$ cat config.mk
export PLATFORM = sky130hd
export DESIGN_NAME = pll_ratio_search
export DESIGN_NICKNAME = d
export VERILOG_FILES = /design/src/rtl/pll_ratio_pkg.sv /design/src/rtl/pll_gcd_bin.sv /design/src/rtl/pll_div_seq.sv /design/src/rtl/pll_ratio_search.sv
export SDC_FILE = /design/constraint.sdc
export NUM_CORES = 1
export LEC_CHECK = 0
export BUFFER_PORTS_ARGS = -buffer_cell sky130_fd_sc_hd__buf_2
export CELL_PAD_IN_SITES_DETAIL_PLACEMENT = 1
export CELL_PAD_IN_SITES_GLOBAL_PLACEMENT = 2
export CORE_UTILIZATION = 40
export DETAILED_ROUTE_END_ITERATION = 10
export PLACE_DENSITY = 0.85
export SLEW_MARGIN = 20
export SYNTH_ARGS = -nofsm -noshare
export SYNTH_HDL_FRONTEND = slang
export SYNTH_SLANG_ARGS = --single-unit
$ cat constraint.sdc
create_clock -name clk_i -period 4.6 [get_ports clk_i]
set_clock_uncertainty 0.1 [all_clocks]
set_input_delay 0.23 -clock clk_i [delete_from_list [all_inputs] [get_ports clk_i]]
set_output_delay 0.23 -clock clk_i [all_outputs]
set_load 0.1 [all_outputs]
$ cat src/rtl/pll_ratio_pkg.sv
package pll_ratio_pkg;
  typedef enum logic [1:0] {
    ST_IDLE,
    ST_GCD,
    ST_DIV,
    ST_FIT
  } ratio_state_e;
endpackage

$ cat src/rtl/pll_gcd_bin.sv
module pll_gcd_bin #(
  parameter int W = 32,
  localparam int KW = $clog2(W) + 1
) (
  input  logic         clk_i,
  input  logic         rst_ni,
  input  logic         go_i,
  input  logic [W-1:0] a_i,
  input  logic [W-1:0] b_i,
  output logic         done_o,
  output logic [W-1:0] gcd_o
);
  logic [W-1:0]  a_q, b_q;
  logic [KW-1:0] k_q;
  logic          run_q;

  always_ff @(posedge clk_i or negedge rst_ni) begin
    if (!rst_ni) begin
      a_q <= '0; b_q <= '0; k_q <= '0; run_q <= 1'b0;
      done_o <= 1'b0; gcd_o <= '0;
    end else begin
      done_o <= 1'b0;
      if (go_i) begin
        a_q <= a_i; b_q <= b_i; k_q <= '0; run_q <= 1'b1;
      end else if (run_q) begin
        if (a_q == '0) begin
          gcd_o <= b_q << k_q; done_o <= 1'b1; run_q <= 1'b0;
        end else if (b_q == '0) begin
          gcd_o <= a_q << k_q; done_o <= 1'b1; run_q <= 1'b0;
        end else if (!a_q[0] && !b_q[0]) begin
          a_q <= a_q >> 1; b_q <= b_q >> 1; k_q <= k_q + 1'b1;
        end else if (!a_q[0]) begin
          a_q <= a_q >> 1;
        end else if (!b_q[0]) begin
          b_q <= b_q >> 1;
        end else if (a_q >= b_q) begin
          a_q <= (a_q - b_q) >> 1;  // both odd: difference is even
        end else begin
          b_q <= (b_q - a_q) >> 1;
        end
      end
    end
  end


  gcd_nonzero_chk: assert property (@(posedge clk_i) disable iff (!rst_ni)
    done_o |-> gcd_o != '0);
endmodule

$ cat src/rtl/pll_div_seq.sv
module pll_div_seq #(
  parameter int W = 32,
  localparam int CW = $clog2(W + 1)
) (
  input  logic         clk_i,
  input  logic         rst_ni,
  input  logic         go_i,
  input  logic [W-1:0] num_i,
  input  logic [W-1:0] den_i,
  output logic         done_o,
  output logic [W-1:0] quo_o
);
  logic [W-1:0]  q_q, r_q, d_q, n_q;
  logic [CW-1:0] cnt_q;
  logic          run_q;
  logic [W:0]    trial;
  logic          fits;

  always_comb begin
    trial = {r_q, q_q[W-1]};
    fits  = trial >= {1'b0, d_q};
  end

  always_ff @(posedge clk_i or negedge rst_ni) begin
    if (!rst_ni) begin
      q_q <= '0; r_q <= '0; d_q <= '0; n_q <= '0;
      cnt_q <= '0; run_q <= 1'b0; done_o <= 1'b0;
    end else begin
      done_o <= 1'b0;
      if (go_i) begin
        q_q <= num_i; r_q <= '0; d_q <= den_i; n_q <= num_i;
        cnt_q <= CW'(W); run_q <= 1'b1;
      end else if (run_q) begin
        r_q   <= fits ? W'(trial - {1'b0, d_q}) : trial[W-1:0];
        q_q   <= {q_q[W-2:0], fits};
        cnt_q <= cnt_q - 1'b1;
        if (cnt_q == CW'(1)) begin
          run_q <= 1'b0; done_o <= 1'b1;
        end
      end
    end
  end

  assign quo_o = q_q;


  div_exact_chk: assert property (@(posedge clk_i) disable iff (!rst_ni)
    done_o |-> ((2*W)'(q_q) * (2*W)'(d_q) + (2*W)'(r_q)) == (2*W)'(n_q));

  div_rem_chk: assert property (@(posedge clk_i) disable iff (!rst_ni)
    done_o |-> r_q < d_q);
endmodule

$ cat src/rtl/pll_ratio_search.sv
module pll_ratio_search
  import pll_ratio_pkg::*;
#(
  parameter int DATA_W = 32,
  parameter int N_W    = 12,
  parameter int M_W    = 9,
  parameter logic [DATA_W-1:0] VCO_MIN = 80_000_000,
  parameter logic [DATA_W-1:0] VCO_MAX = 230_000_000
) (
  input  logic              clk_i,
  input  logic              rst_ni,
  input  logic              start_i,
  input  logic [DATA_W-1:0] rate_i,
  input  logic [DATA_W-1:0] ref_i,
  output logic              busy_o,
  output logic              done_o,
  output logic [N_W-1:0]    n_o,
  output logic [M_W-1:0]    m_o,
  output logic              bypass_o,
  output logic              err_o
);
  localparam logic [DATA_W-1:0] N_LIM = DATA_W'((64'd1 << N_W) - 1);
  localparam logic [DATA_W-1:0] M_LIM = DATA_W'((64'd1 << M_W) - 1);

  ratio_state_e      state_q;
  logic [DATA_W-1:0] rate_q, ref_q, n_w, m_w, rate_c, gcd_v;
  logic              gcd_go_q, div_go_q, gcd_done;
  logic [1:0]        div_done;
  logic [DATA_W-1:0] div_quo [2];
  logic              too_wide;
  logic [N_W-1:0]    n_fix;
  logic [M_W-1:0]    m_fix;

  always_comb begin
    if (rate_i < VCO_MIN)      rate_c = VCO_MIN;
    else if (rate_i > VCO_MAX) rate_c = VCO_MAX;
    else                       rate_c = rate_i;
    too_wide = (n_w > N_LIM) || (m_w > M_LIM);
    n_fix = (n_w == '0) ? N_W'(1) : n_w[N_W-1:0];
    m_fix = (m_w == '0) ? M_W'(1) : m_w[M_W-1:0];
  end

  pll_gcd_bin #(.W(DATA_W)) u_gcd (
    .clk_i, .rst_ni, .go_i(gcd_go_q), .a_i(rate_q), .b_i(ref_q),
    .done_o(gcd_done), .gcd_o(gcd_v)
  );

  // slot 0: M = ref/g, slot 1: N = rate/g
  for (genvar i = 0; i < 2; i++) begin : g_div
    pll_div_seq #(.W(DATA_W)) u_div (
      .clk_i, .rst_ni, .go_i(div_go_q),
      .num_i((i == 0) ? ref_q : rate_q), .den_i(gcd_v),
      .done_o(div_done[i]), .quo_o(div_quo[i])
    );
  end

  always_ff @(posedge clk_i or negedge rst_ni) begin
    if (!rst_ni) begin
      state_q <= ST_IDLE;
      rate_q <= '0; ref_q <= '0; n_w <= '0; m_w <= '0;
      gcd_go_q <= 1'b0; div_go_q <= 1'b0;
      done_o <= 1'b0; n_o <= '0; m_o <= '0; bypass_o <= 1'b0; err_o <= 1'b0;
    end else begin
      gcd_go_q <= 1'b0;
      div_go_q <= 1'b0;
      done_o   <= 1'b0;
      unique case (state_q)
        ST_IDLE: if (start_i) begin
          if (ref_i == '0) begin
            n_o <= '0; m_o <= '0; bypass_o <= 1'b1; err_o <= 1'b1; done_o <= 1'b1;
          end else if (rate_i <= ref_i) begin
            n_o <= '0; m_o <= '0; bypass_o <= 1'b1; err_o <= 1'b0; done_o <= 1'b1;
          end else begin
            rate_q <= rate_c; ref_q <= ref_i; gcd_go_q <= 1'b1; state_q <= ST_GCD;
          end
        end
        ST_GCD: if (gcd_done) begin
          div_go_q <= 1'b1; state_q <= ST_DIV;
        end
        ST_DIV: if (&div_done) begin
          n_w <= div_quo[1]; m_w <= div_quo[0]; state_q <= ST_FIT;
        end
        ST_FIT: if (too_wide) begin
          n_w <= n_w >> 1; m_w <= m_w >> 1;
        end else begin
          n_o <= n_fix; m_o <= m_fix; err_o <= 1'b0;
          bypass_o <= (DATA_W'(n_fix) == DATA_W'(m_fix));
          done_o <= 1'b1; state_q <= ST_IDLE;
        end
        default: state_q <= ST_IDLE;
      endcase
    end
  end

  assign busy_o = (state_q != ST_IDLE);


  done_idle_chk: assert property (@(posedge clk_i) disable iff (!rst_ni)
    done_o |-> !busy_o);

  busy_end_chk: assert property (@(posedge clk_i) disable iff (!rst_ni)
    $fell(busy_o) |-> done_o);

  start_busy_chk: assert property (@(posedge clk_i) disable iff (!rst_ni)
    (busy_o && start_i) |=> ($stable(rate_q) && $stable(ref_q)));

  hold_chk: assert property (@(posedge clk_i) disable iff (!rst_ni)
    !done_o |-> ($stable(n_o) && $stable(m_o) && $stable(bypass_o) && $stable(err_o)));

  err_chk: assert property (@(posedge clk_i) disable iff (!rst_ni)
    (done_o && err_o) |-> (bypass_o && n_o == '0 && m_o == '0));

  fit_chk: assert property (@(posedge clk_i) disable iff (!rst_ni)
    (state_q == ST_FIT && !too_wide) |=> done_o);

  nz_chk: assert property (@(posedge clk_i) disable iff (!rst_ni)
    (done_o && (n_o == '0 || m_o == '0)) |-> (bypass_o && n_o == '0 && m_o == '0));
endmodule

# Word-level counts from Yosys, hierarchy flattened
# Index checks and enable logic that the tools add are counted.
# op_classes
n_addsub,7
order_cmp,8
n_eq_ne,19
shifts,2
n_mux,105
n_bitwise,3
reduce_logical,30
# ops
cell,n
$mux 32,34
$logic_not 32->1,5
$pmux 32 s2,2
$sub 32x32->32,4
$ge 33x32->1,2
$shl 32x6->32,2
$mux 12,5
$mux 6,9
$mux 9,5
$mux 1,38
$ge 32x32->1,1
$gt 32x12->1 const B,1
$gt 32x28->1 const B,1
$gt 32x9->1 const B,1
$le 32x32->1,1
$lt 32x27->1 const B,1
$pmux 12 s2,1
$pmux 9 s2,1
$ne 2x2->1 const B,8
$reduce_and 4->1,4
$reduce_bool 2->1,8
$eq 12x9->1,1
$eq 6x1->1 const B,2
$mux 2,6
19 further kinds,31
# totals
regBits,436
out_inout_bits,25

# Depth between registers and ports, before layout
# Gate-level depths: netlist of run 1.
# depth
word_depth,9
mapped_depth,16
mapped_depth_nobuf,13

# Cells and area by module
# Synthesis of run 1 repeated with hierarchy kept, for this count alone.
# unflattened
cells_unflattened,3622
hier_area_um2,31352.6
# by_module_without_submodules
module,instances,cells_each,area_per_inst_um2,seq_area_each_um2
pll_gcd_bin,1,1260,10022.1,2602.5
pll_ratio_search,1,886,8421.8,3903.7
pll_div_seq at g_div[0].u_div,1,756,6521.3,2602.5
pll_div_seq at g_div[1].u_div,1,720,6387.4,2602.5

# Worst setup path before layout of run 1
# No wires, ideal clock.
# synth_path
path_kind,register -> register
from,register u_gcd.b_q[0]
to,register u_gcd.b_q[15]
setup_time_ns,0.127
t_arrival_ns,3.004
required_ns,4.373
path_slack_ns,1.370
stages_incl_launch_ff,15
path_buffers,1
period_less_slack_ns,3.230
path_cell_list,dfrtp_1 > clkbuf_1 > inv_1 > ha_1 > fa_1 > nor2b_1 > o2111ai_1 > nand3_1 > nand2_1 > or3b_2 > a31oi_1 > a221oi_1 > xnor2_1 > a221oi_1 > o31ai_1
# synth_between
elab_chain_len,9
# synth_rtl
item,line,text
from (decl),pll_gcd_bin.sv:13,"logic [W-1:0] a_q, b_q;"
from (signal assigned),pll_gcd_bin.sv:31,a_q <= a_q >> 1; b_q <= b_q >> 1; k_q <= k_q + 1'b1;
from (signal assigned),pll_gcd_bin.sv:35,b_q <= b_q >> 1;
from (signal assigned),pll_gcd_bin.sv:39,b_q <= (b_q - a_q) >> 1;
$sub 32x32->32,pll_gcd_bin.sv:39,
$mux 32,pll_gcd_bin.sv:36,end else if (a_q >= b_q) begin
$mux 32,pll_gcd_bin.sv:34,end else if (!b_q[0]) begin
$mux 32,pll_gcd_bin.sv:32,end else if (!a_q[0]) begin
$mux 32,pll_gcd_bin.sv:30,end else if (!a_q[0] && !b_q[0]) begin
$mux 32,pll_gcd_bin.sv:28,end else if (b_q == '0) begin
$mux 32,pll_gcd_bin.sv:26,if (a_q == '0) begin
$mux 32,pll_gcd_bin.sv:25,end else if (run_q) begin
$mux 32,pll_gcd_bin.sv:23,if (go_i) begin
# Parallel ways exist; a longest one is shown, timed or not. The select of a mux whose other input is x is not followed.
# A chain may end at the register's enable or synchronous reset.

# Worst setup path after layout of run 1
# layout_path
from,register u_gcd.a_q[0]
to,register u_gcd.a_q[29]
# layout_between
elab_chain_len,9
# layout_rtl
item,line,text
from (decl),pll_gcd_bin.sv:13,
from (signal assigned),pll_gcd_bin.sv:31,
from (signal assigned),pll_gcd_bin.sv:33,a_q <= a_q >> 1;
from (signal assigned),pll_gcd_bin.sv:37,a_q <= (a_q - b_q) >> 1;
$sub 32x32->32,pll_gcd_bin.sv:37,
$mux 32,pll_gcd_bin.sv:36,
$mux 32,pll_gcd_bin.sv:34,
$mux 32,pll_gcd_bin.sv:32,
$mux 32,pll_gcd_bin.sv:30,
$mux 32,pll_gcd_bin.sv:28,
$mux 32,pll_gcd_bin.sv:26,
$mux 32,pll_gcd_bin.sv:25,
$mux 32,pll_gcd_bin.sv:23,
# Parallel ways exist; a longest one is shown, timed or not. The select of a mux whose other input is x is not followed.

==> results of run 1 <==
==> layout make-up <==
type	count	share of cell area, %
Sequential cell	436	33.42
Tap cell	950	3.637
Clock buffer	69	4.322
Multi-Input combinational cell	2522	50.70
Clock inverter	15	0.8307
Inverter	183	2.102
Timing Repair Buffer	217	4.984
==> logic make-up after synthesis <==
family                   Yosys count  synth area share (%)
multiplexers                     230                 8.090
flip-flops                       436                 37.68
buffers and inverters            383                 5.285
adder cells (fa/ha/maj)          173                 7.580
XOR/XNOR                         125                 3.781
AND/OR/NAND/NOR                  963                 14.93
AO/OA/AOI/OAI                   1031                 22.65
==> per-stage QoR <==
step / hold WS (ns) / setup WS (ns) / util [%]
floorplan: -0.1656 / 1.370 / -
finish: 0.08195 / 0.4617 / 45.64
global route: 0.08055 / 0.1893 / 45.64
detailed placement: 0.2540 / 0.5412 / 42.42
global placement: 0.2541 / 0.6236 / 42.42
CTS: 0.02814 / 0.5112 / 45.64
==> tightest hold or removal path: stages <==
cell and delay, ns:
buf_2 0.13, o21ai_0 0.19, o21ai_0 0.20
==> cells in the mapped netlist (all sizes together) (6+ instances only) <==
library cell	number
dfrtp	436
nand2	386
o21ai	305
nor2	287
a21oi	243
mux2i	207
inv	181
ha	169
clkbuf	152
a21o	76
xnor2	71
xor2	54
nor4	52
a211oi	49
buf	48
a31oi	43
a22o	42
nor3	42
nand3	41
o22ai	39
nand4	35
a311oi	32
nand2b	27
o31ai	25
a221oi	23
o21bai	23
mux2	22
nor2b	19
and2	15
o21a	15
o211ai	13
and3	12
o221ai	10
or3	10
a221o	8
a22oi	8
or2	8
and4	7
o31a	7
o41ai	7
o22a	6
==> report_power, final <==
part / total, µW / switching (µW) / internal (µW)
clock: 4160 / 1730 / 2430
sequential: 6840 / 1840 / 5000
combinational: 16100 / 9990 / 6110
total: 27100 / 13600 / 13500
==> per-layer routing <==
metal,vias to the layer above,wire length (µm)
met1,13314,46970
met5,-,0
li1,12156,-
met4,0,5225
met2,635,51250
met3,230,4112
==> how the worst max path moves through the flow <==
stage,start,cells after the start,slack (ns),end
3_5_place_dp,g_div[0].u_div.d_q[10],13,0.54,g_div[0].u_div.r_q[27]
5_1_grt,u_gcd.a_q[0],13,0.19,u_gcd.a_q[29]
6_report,u_gcd.a_q[0],13,0.46,u_gcd.a_q[29]
4_1_cts,g_div[0].u_div.d_q[1],13,0.51,g_div[0].u_div.r_q[27]
3_3_place_gp,g_div[0].u_div.d_q[10],13,0.62,g_div[0].u_div.r_q[27]
2_1_floorplan,u_gcd.b_q[0],14,1.37,u_gcd.b_q[15]
==> flow_metrics.env, run 1 <==
export IMPL_status="finished, final reports clean"
export IMPL_critPathMaxStageDelay_ns=0.65
export IMPL_worst_setup_path_start_kind="flip-flop"
export IMPL_syn_inst=3341
export IMPL_cts_root_buf="clkbuf_16"
export IMPL_tightest_slew_ns=1.121
export IMPL_synth_edf_count=0
export IMPL_drt_pass1_iter_count=5
export IMPL_drv_slew=0
export IMPL_cts_setup_buffers=0
export IMPL_die_w_um=271.0
export IMPL_tritoncts="yes"
export IMPL_crit_arrival_ns=4.56
export IMPL_fin_crit_sh_pct=89.96
export IMPL_ant_nets=0
export IMPL_antenna_cells=0
export IMPL_overflow=0
export IMPL_drive_gt1_share_pct=8.309
export IMPL_io_buffers=91
export IMPL_synth_top_area_cell="dfrtp_1"
export IMPL_path_clk_slew_ns=0.06
export IMPL_place_inst=4246
export IMPL_min_from="rate_i[7]"
export IMPL_worstPathMaxFanout=23
export IMPL_crit_family="compound AO/OA/AOI/OAI gates"
export IMPL_max_freq_ghz=0.2416
export IMPL_cts_hold_buf=62
export IMPL_total_power_uw=27110
export IMPL_ys_seq_elements=436
export IMPL_reg2reg_from="u_gcd.a_q[0]"
export IMPL_rsz0062_at_grt="false"
export IMPL_relSlewSlack_pct=24.68
export IMPL_setup_viol=0
export IMPL_clkLatencyLatePin_ns=0.62
export IMPL_cellPowerDensity_nw_per_um2=829.3
export IMPL_synthTopCellsByArea="dfrtp_1, ha_1, mux2i_1"
export IMPL_dieArea_um2=73470
export IMPL_multiInputGateArea_um2=16570
export IMPL_cts_resized_gates=0
export IMPL_routed_wl_mm=107.6
export IMPL_required_ns=5.03
export IMPL_grt_pass1_vias=27710
export IMPL_r2r_cells=13
export IMPL_grt_usage_pct=29.21
export IMPL_fin_tns_setup_ns=0
export IMPL_yosys_warnings=0
export IMPL_met3_usage_pct=3.044
export IMPL_critical_path_slowest_cell="o21a_1"
export IMPL_die_h_um=271.0
export IMPL_routedWlPerCell_um=24.49
export IMPL_post_dp_cell_area_um2=30380
export IMPL_busiest_layer="met2"
export IMPL_design_area_um2=32680
export IMPL_area_growth_syn_to_layout_pct=12.88
export IMPL_clock_sinks=436
export IMPL_leakagePower_uw=0.01451
export IMPL_min_path_cells=3
export IMPL_nFillCells=8359
export IMPL_yosysUniqueCellTypes=85
export IMPL_met2_usage_pct=48.78
export IMPL_rows=98
export IMPL_syn_num_nets=3581
export IMPL_vias=26335
export IMPL_met1_usage_pct=37.98
export IMPL_layout_common_cells="dfrtp_1, nand2_1, o21ai_0, nor2_1, a21oi_1"
export IMPL_final_common_cell="dfrtp_1"
export IMPL_min_period_ns=4.138
export IMPL_synthArstFlopShare_pct=100.0
export IMPL_ys_flop_type="dfrtp_1"
export IMPL_initial_utilization_pct=40.43
export IMPL_core_area_um2=71610
export IMPL_pin_count=92
export IMPL_nNetsFinal=3650
export IMPL_worstReg2RegEnd="u_gcd.a_q[29]"
export IMPL_drc=0
export IMPL_avgSynthCellArea_um2=8.666
export IMPL_place_congestion=1.008
export IMPL_drt_iter0_drc=1960
export IMPL_grt_pass1_wl_mm=168.0
export IMPL_regArea_um2=10920
export IMPL_irDropWorstVdd_mv=0.4038
export IMPL_r2r_setup_slack_ns=0.46
export IMPL_max_cap_violations=0
export IMPL_cts_max_path_buffers=3
export IMPL_yosysSeqAreaShare_pct=37.68
export IMPL_synth_top_area_share_pct=37.68
export IMPL_end_kind="flip-flop"
export IMPL_syn_area_um2=28950
export IMPL_crit_chain="inv_1 > ha_1 > fa_1 > nand2b_1 > a21oi_1 > o21bai_1 > nand3_1 > o21ai_0 > a21o_1 > a31oi_1 > o21a_1 > o22ai_1 > a31oi_1"
export IMPL_instances_no_fill=4392
export IMPL_antenna_found_initial=0
export IMPL_worst_setup_path_type="reg2reg"
export IMPL_htreeDepth=2
export IMPL_cts_buffers_inserted=50
export IMPL_hold_path_end="rate_q[7]"
export IMPL_grt_max_degree=127
export IMPL_crit_buf_inv=1
export IMPL_dp_hpwl_mm=80.78
export IMPL_cp_common_cell="a31oi_1"
export IMPL_hp_class="in2reg"
export IMPL_finalHoldViolCount=0
export IMPL_avgViaCountPerCell=5.996
Power figures use the tool's default switching activity.
==> inputs of run 2 (changes only) <==
BUFFER_PORTS_ARGS = not set   (was -buffer_cell sky130_fd_sc_hd__buf_2)
CORE_UTILIZATION = 41   (was 40)
DONT_BUFFER_PORTS = 1   (was not set)
==> flow_metrics.env, run 2 (synthesis gave the netlist of run 1 again) <==
export IMPL_status="complete, but fails checks"
export IMPL_violations="negative hold slack"
export IMPL_relSlewSlack_pct=15.06
export IMPL_crit_arrival_ns=4.72
export IMPL_fin_tns_setup_ns=0
export IMPL_max_freq_ghz=0.2328
export IMPL_cts_hold_buf=77
export IMPL_final_common_cell="dfrtp_1"
export IMPL_overflow=0
export IMPL_power_switching_uw=13460
export IMPL_avgViaCountPerCell=6.020
export IMPL_cts_setup_buffers=0
export IMPL_rsz0062_at_grt="false"
export IMPL_tightest_slew_ns=1.274
export IMPL_nNetsFinal=3579
export IMPL_dpl_worst_slack_ns=0.4830
export IMPL_grt_usage_pct=29.60
export IMPL_max_cap_violations=0
export IMPL_drt_iter0_drc=2004
export IMPL_grt_pass1_vias=27107
export IMPL_cts_max_path_buffers=3
export IMPL_cellPowerDensity_nw_per_um2=832.8
export IMPL_drive_gt1_share_pct=6.244
export IMPL_fin_crit_sh_pct=93.40
export IMPL_worstPathMaxFanout=10
export IMPL_hold_worst_slack_ns=-0.7655
export IMPL_drc=0
export IMPL_dieArea_um2=71690
export IMPL_routedWlPerCell_um=24.39
export IMPL_place_congestion=0.9696
export IMPL_p_int_uw=13540
export IMPL_nFillCells=8234
export IMPL_tritoncts="yes"
export IMPL_worst_setup_path_type="reg2reg"
export IMPL_post_dp_cell_area_um2=29880
export IMPL_irDropWorstVdd_mv=0.3821
export IMPL_cts_resized_gates=0
export IMPL_clock_sinks=436
export IMPL_min_period_ns=4.296
export IMPL_area_growth_syn_to_layout_pct=11.95
export IMPL_initial_utilization_pct=41.42
export IMPL_fin_ws_ns=0.3037
export IMPL_required_ns=5.02
export IMPL_design_area_um2=32410
export IMPL_fin_util_pct=46.37
export IMPL_seq_power_share_pct=24.9
export IMPL_core_area_um2=69910
export IMPL_regArea_um2=10920
export IMPL_end_kind="flip-flop"
export IMPL_antenna_found_initial=2
export IMPL_htreeDepth=2
export IMPL_layout_common_cells="dfrtp_1, nand2_1, o21ai_0, nor2_1, a21oi_1"
export IMPL_multiInputGateArea_um2=16570
export IMPL_clkLatencyLatePin_ns=0.65
export IMPL_grt_pass1_wl_mm=163.8
export IMPL_path_clk_slew_ns=0.06
export IMPL_io_buffers=0
export IMPL_rows=97
export IMPL_ant_nets=0
export IMPL_p_sw_share_pct=49.86
export IMPL_combPwrFrac_pct=59.6
export IMPL_die_h_um=267.7
export IMPL_grt_max_degree=437
export IMPL_routed_wl_mm=105.5
export IMPL_drv_slew=0
export IMPL_drt_pass1_iter_count=5
export IMPL_leakagePower_uw=0.01422
export IMPL_die_w_um=267.7
export IMPL_dp_hpwl_mm=77.99
export IMPL_finalHoldViolCount=436
export IMPL_pin_count=92
export IMPL_vias=26050
export IMPL_worst_setup_path_start_kind="flip-flop"
export IMPL_clkPwrFrac_pct=15.5
export IMPL_cts_root_buf="clkbuf_16"
export IMPL_setup_viol=0
export IMPL_hp_class="in2async"
export IMPL_cts_buffers_inserted=52
-- run 2: cell count changes in the layout (fill, tap and decap cells not counted), moves of 4 or more --
cell / previous run / this run
buf_2: 90 / 0
dlygate4sd3_1: 62 / 77
inv_6: 0 / 4
buf_4: 59 / 64
clkinv_2: 5 / 10
clkinvlp_4: 1 / 6
diode_2: 0 / 8
-- run 2: area by class of cell --
type,count,share of cell area (%)
multi-input cells,2522,51.12
flip-flops and latches,436,33.70
clock buffers,67,4.435
repair buffers,144,4.018
well taps,940,3.628
inverters,183,2.119
clock inverters,27,0.9187
diodes,8,0.06176
-- run 2: power groups by stage --
stage | clock, µW | combinational [µW] | sequential (µW)
after CTS | 4280 | 15900 | 6710
after global placement | 0 | 15200 | 6700
after detailed placement | 0 | 15600 | 6760
after floorplan | 0 | 11500 | 5900
after global routing | 4430 | 17500 | 6840
final | 4190 | 16100 | 6730
-- run 2: critical path, stage by stage, from the launching register on --
cell and delay (ns):
dfrtp_1 0.57, inv_1 0.16, ha_1 0.26, fa_1 0.40, nand2b_1 0.19, a21oi_1 0.30, o21bai_1 0.17, a21boi_0 0.52
o21ai_0 0.30, o31ai_1 0.44, a21oi_1 0.18, o21ai_0 0.23, mux2i_1 0.23, a31oi_1 0.10
-- run 2: stage by stage --
stage / cells / power, µW
4_1_cts: 4319 / 26850
5_1_grt: 4319 / 28800
6_report: 4327 / 27000
3_3_place_gp: 4148 / 21940
2_1_floorplan: 3341 / 17420
3_5_place_dp: 4148 / 22380
-- run 2: per-layer routing --
layer | vias to the layer above | part of all wire [%] | track usage (%)
li1 | 12029 | - | -
met1 | 13116 | 43 | 38.61
met2 | 691 | 47 | 48.59
met3 | 212 | 5.5 | 4.233
met4 | 2 | 4.8 | 13.48
met5 | - | 0.012 | 0
-- run 2: worst paths after layout --
| kind | cells past startpoint | from | slack (ns) | end |
|---|---|---|---|---|
| max in group asynchronous | 0 | rst_ni | 4.06 | g_div[0].u_div.run_q |
| min in group clk_i | 5 | ref_i[8] | 0.08 | err_o |
| setup reg to reg | 13 | u_gcd.a_q[0] | 0.30 | u_gcd.a_q[27] |
| hold / removal | 0 | rst_ni | -0.77 | g_div[0].u_div.d_q[15] |
| hold reg to reg | 1 | u_gcd.done_o | 0.39 | div_go_q |
| setup / recovery | 13 | u_gcd.a_q[0] | 0.30 | u_gcd.a_q[27] |
==> inputs of run 3 (changes only) <==
--- a/config.mk
+++ b/config.mk
@@ -12,4 +12,5 @@
 export DONT_BUFFER_PORTS = 1
 export PLACE_DENSITY = 0.85
+export RECOVER_POWER = 50
 export SLEW_MARGIN = 20
 export SYNTH_ARGS = -nofsm -noshare
==> constraint.sdc (replaced) <==
create_clock -name clk_i -period 4.6 [get_ports clk_i]
set_clock_uncertainty 0.1 [all_clocks]
set_input_delay 0.92 -clock clk_i [delete_from_list [all_inputs] [get_ports clk_i]]
set_output_delay 0.92 -clock clk_i [all_outputs]
set_load 0.1 [all_outputs]
==> flow_metrics.env, run 3 (synthesis gave the netlist of run 1 again) <==
export IMPL_status="complete, but fails checks"
export IMPL_violations="negative hold slack, max-capacitance violations, max-slew violations"
export IMPL_post_dp_cell_area_um2=29890
export IMPL_worstReg2RegEnd="u_gcd.b_q[12]"
export IMPL_clkPwrFrac_pct=16.2
export IMPL_antenna_found_initial=2
export IMPL_fin_crit_sh_pct=96.01
export IMPL_layout_common_cells="dfrtp_1, nand2_1, o21ai_0, nor2_1, a21oi_1"
export IMPL_critical_path_endpoint="u_gcd.b_q[12]"
export IMPL_routedWlPerCell_um=24.68
export IMPL_critPathLaunch="u_gcd.a_q[0]"
export IMPL_io_buffers=0
export IMPL_cellPowerDensity_nw_per_um2=851.8
export IMPL_grt_pass1_vias=27230
export IMPL_grt_pass1_wl_mm=162.6
export IMPL_htreeDepth=2
export IMPL_regArea_um2=10920
export IMPL_seq_power_share_pct=25.1
export IMPL_drt_pass1_iter_count=8
export IMPL_hold_worst_slack_ns=-0.007345
export IMPL_initial_utilization_pct=41.42
export IMPL_end_kind="flip-flop"
export IMPL_place_congestion=0.9675
export IMPL_setup_viol=0
export IMPL_ant_nets=0
export IMPL_irDropWorstVdd_mv=0.4433
export IMPL_worst_setup_path_start_kind="flip-flop"
export IMPL_r2r_setup_slack_ns=0.18
export IMPL_cts_max_path_buffers=3
export IMPL_cts_resized_gates=0
export IMPL_combPwrFrac_pct=58.7
export IMPL_pin_count=92
export IMPL_tritoncts="yes"
export IMPL_crit_arrival_ns=4.79
export IMPL_nNetsFinal=3507
export IMPL_max_cap_violations=4
export IMPL_tightest_slew_ns=3.247
export IMPL_fin_ws_ns=0.1834
export IMPL_grt_max_degree=437
export IMPL_final_common_cell="dfrtp_1"
export IMPL_finalHoldViolCount=2
export IMPL_rows=97
export IMPL_p_sw_share_pct=49.51
export IMPL_worst_setup_path_type="reg2reg"
export IMPL_hp_class="in2async"
export IMPL_required_ns=4.97
export IMPL_clkLatencyLatePin_ns=0.63
export IMPL_drt_iter0_drc=2006
export IMPL_drive_gt1_share_pct=6.494
export IMPL_vias=25973
export IMPL_multiInputGateArea_um2=16580
export IMPL_p_int_uw=13650
export IMPL_path_clk_slew_ns=0.06
export IMPL_leakagePower_uw=0.01396
export IMPL_cts_root_buf="clkbuf_16"
export IMPL_overflow=0
export IMPL_avgViaCountPerCell=6.110
export IMPL_antenna_cells=0
export IMPL_routed_wl_mm=104.9
export IMPL_relSlewSlack_pct=-116.5
export IMPL_design_area_um2=31750
export IMPL_dieArea_um2=71690
export IMPL_dp_hpwl_mm=78.50
export IMPL_dpl_worst_slack_ns=0.4050
export IMPL_max_freq_ghz=0.2264
export IMPL_reg2reg_from="u_gcd.a_q[0]"
export IMPL_min_period_ns=4.417
export IMPL_worstPathMaxFanout=22
export IMPL_core_area_um2=69910
export IMPL_die_w_um=267.7
export IMPL_fin_tns_setup_ns=0
export IMPL_drv_slew=336
export IMPL_power_switching_uw=13390
export IMPL_rsz0062_at_grt="false"
export IMPL_clock_sinks=436
export IMPL_area_growth_syn_to_layout_pct=9.641
export IMPL_r2r_cells=15
export IMPL_grt_usage_pct=29.16
export IMPL_cts_buffers_inserted=53
export IMPL_drc=0
export IMPL_die_h_um=267.7
export IMPL_nFillCells=8224
export IMPL_cts_setup_buffers=0
export IMPL_total_power_uw=27040
run 3: layout make-up:
class,instances,area share [%]
Inverter,183,2.164
Timing Repair Buffer,71,1.738
Sequential cell,436,34.38
Multi-Input combinational cell,2522,52.22
Tap cell,940,3.705
Clock buffer,75,4.816
Clock inverter,24,0.9775
run 3: critical path, stage by stage, from the launching register on:
cell and delay [ns]:
dfrtp_1 0.58, inv_1 0.16, ha_1 0.24, fa_1 0.40, nand2b_1 0.22, a21oi_1 0.29, o21bai_1 0.15, nand3_1 0.22
o21ai_0 0.17, a21o_1 0.24, nand2_1 0.33, buf_4 0.29, a31oi_2 0.11, buf_4 0.25, o21ai_0 0.37, o22ai_1 0.13
run 3: power groups by stage:
| stage | clock (µW) | sequential (µW) | combinational (µW) |
|---|---|---|---|
| finish | 4380 | 6770 | 15900 |
| detailed placement | 0 | 6800 | 15500 |
| global route | 4620 | 6890 | 17300 |
| floorplan | 0 | 5900 | 11500 |
| CTS | 4470 | 6750 | 15600 |
| global placement | 0 | 6750 | 15100 |
run 3: worst min path at each step:
stage / start / endpoint / slack [ns] / depth (start not counted)
global placement: u_gcd.gcd_o[11] / g_div[0].u_div.d_q[11] / 0.37 / 2
global route: rst_ni / g_div[1].u_div.r_q[31] / -0.06 / 0
CTS: rst_ni / g_div[1].u_div.r_q[21] / -0.1 / 0
detailed placement: u_gcd.gcd_o[8] / u_gcd.gcd_o[8] / 0.37 / 2
floorplan: u_gcd.gcd_o[0] / u_gcd.gcd_o[0] / 0.34 / 2
finish: rst_ni / g_div[1].u_div.r_q[31] / -0.007 / 0
run 3: metrics by stage:
step                cells  hold slack, ns  utilization (%)
floorplan            3341          0.3444                -
global placement     4150          0.3661            42.75
detailed placement   4150          0.3722            42.76
CTS                  4249        -0.09949            45.39
global route         4251        -0.05647            45.41
finish               4251       -0.007345            45.41
run 3: metal layers:
| metal | GRT usage, % | share of wire, % | vias to the layer above |
|---|---|---|---|
| met5 | 0 | 0.048 | - |
| met4 | 11.40 | 4.1 | 4 |
| met3 | 4.307 | 5.1 | 210 |
| met2 | 48.97 | 48 | 695 |
| met1 | 37.73 | 43 | 13176 |
| li1 | - | - | 11888 |
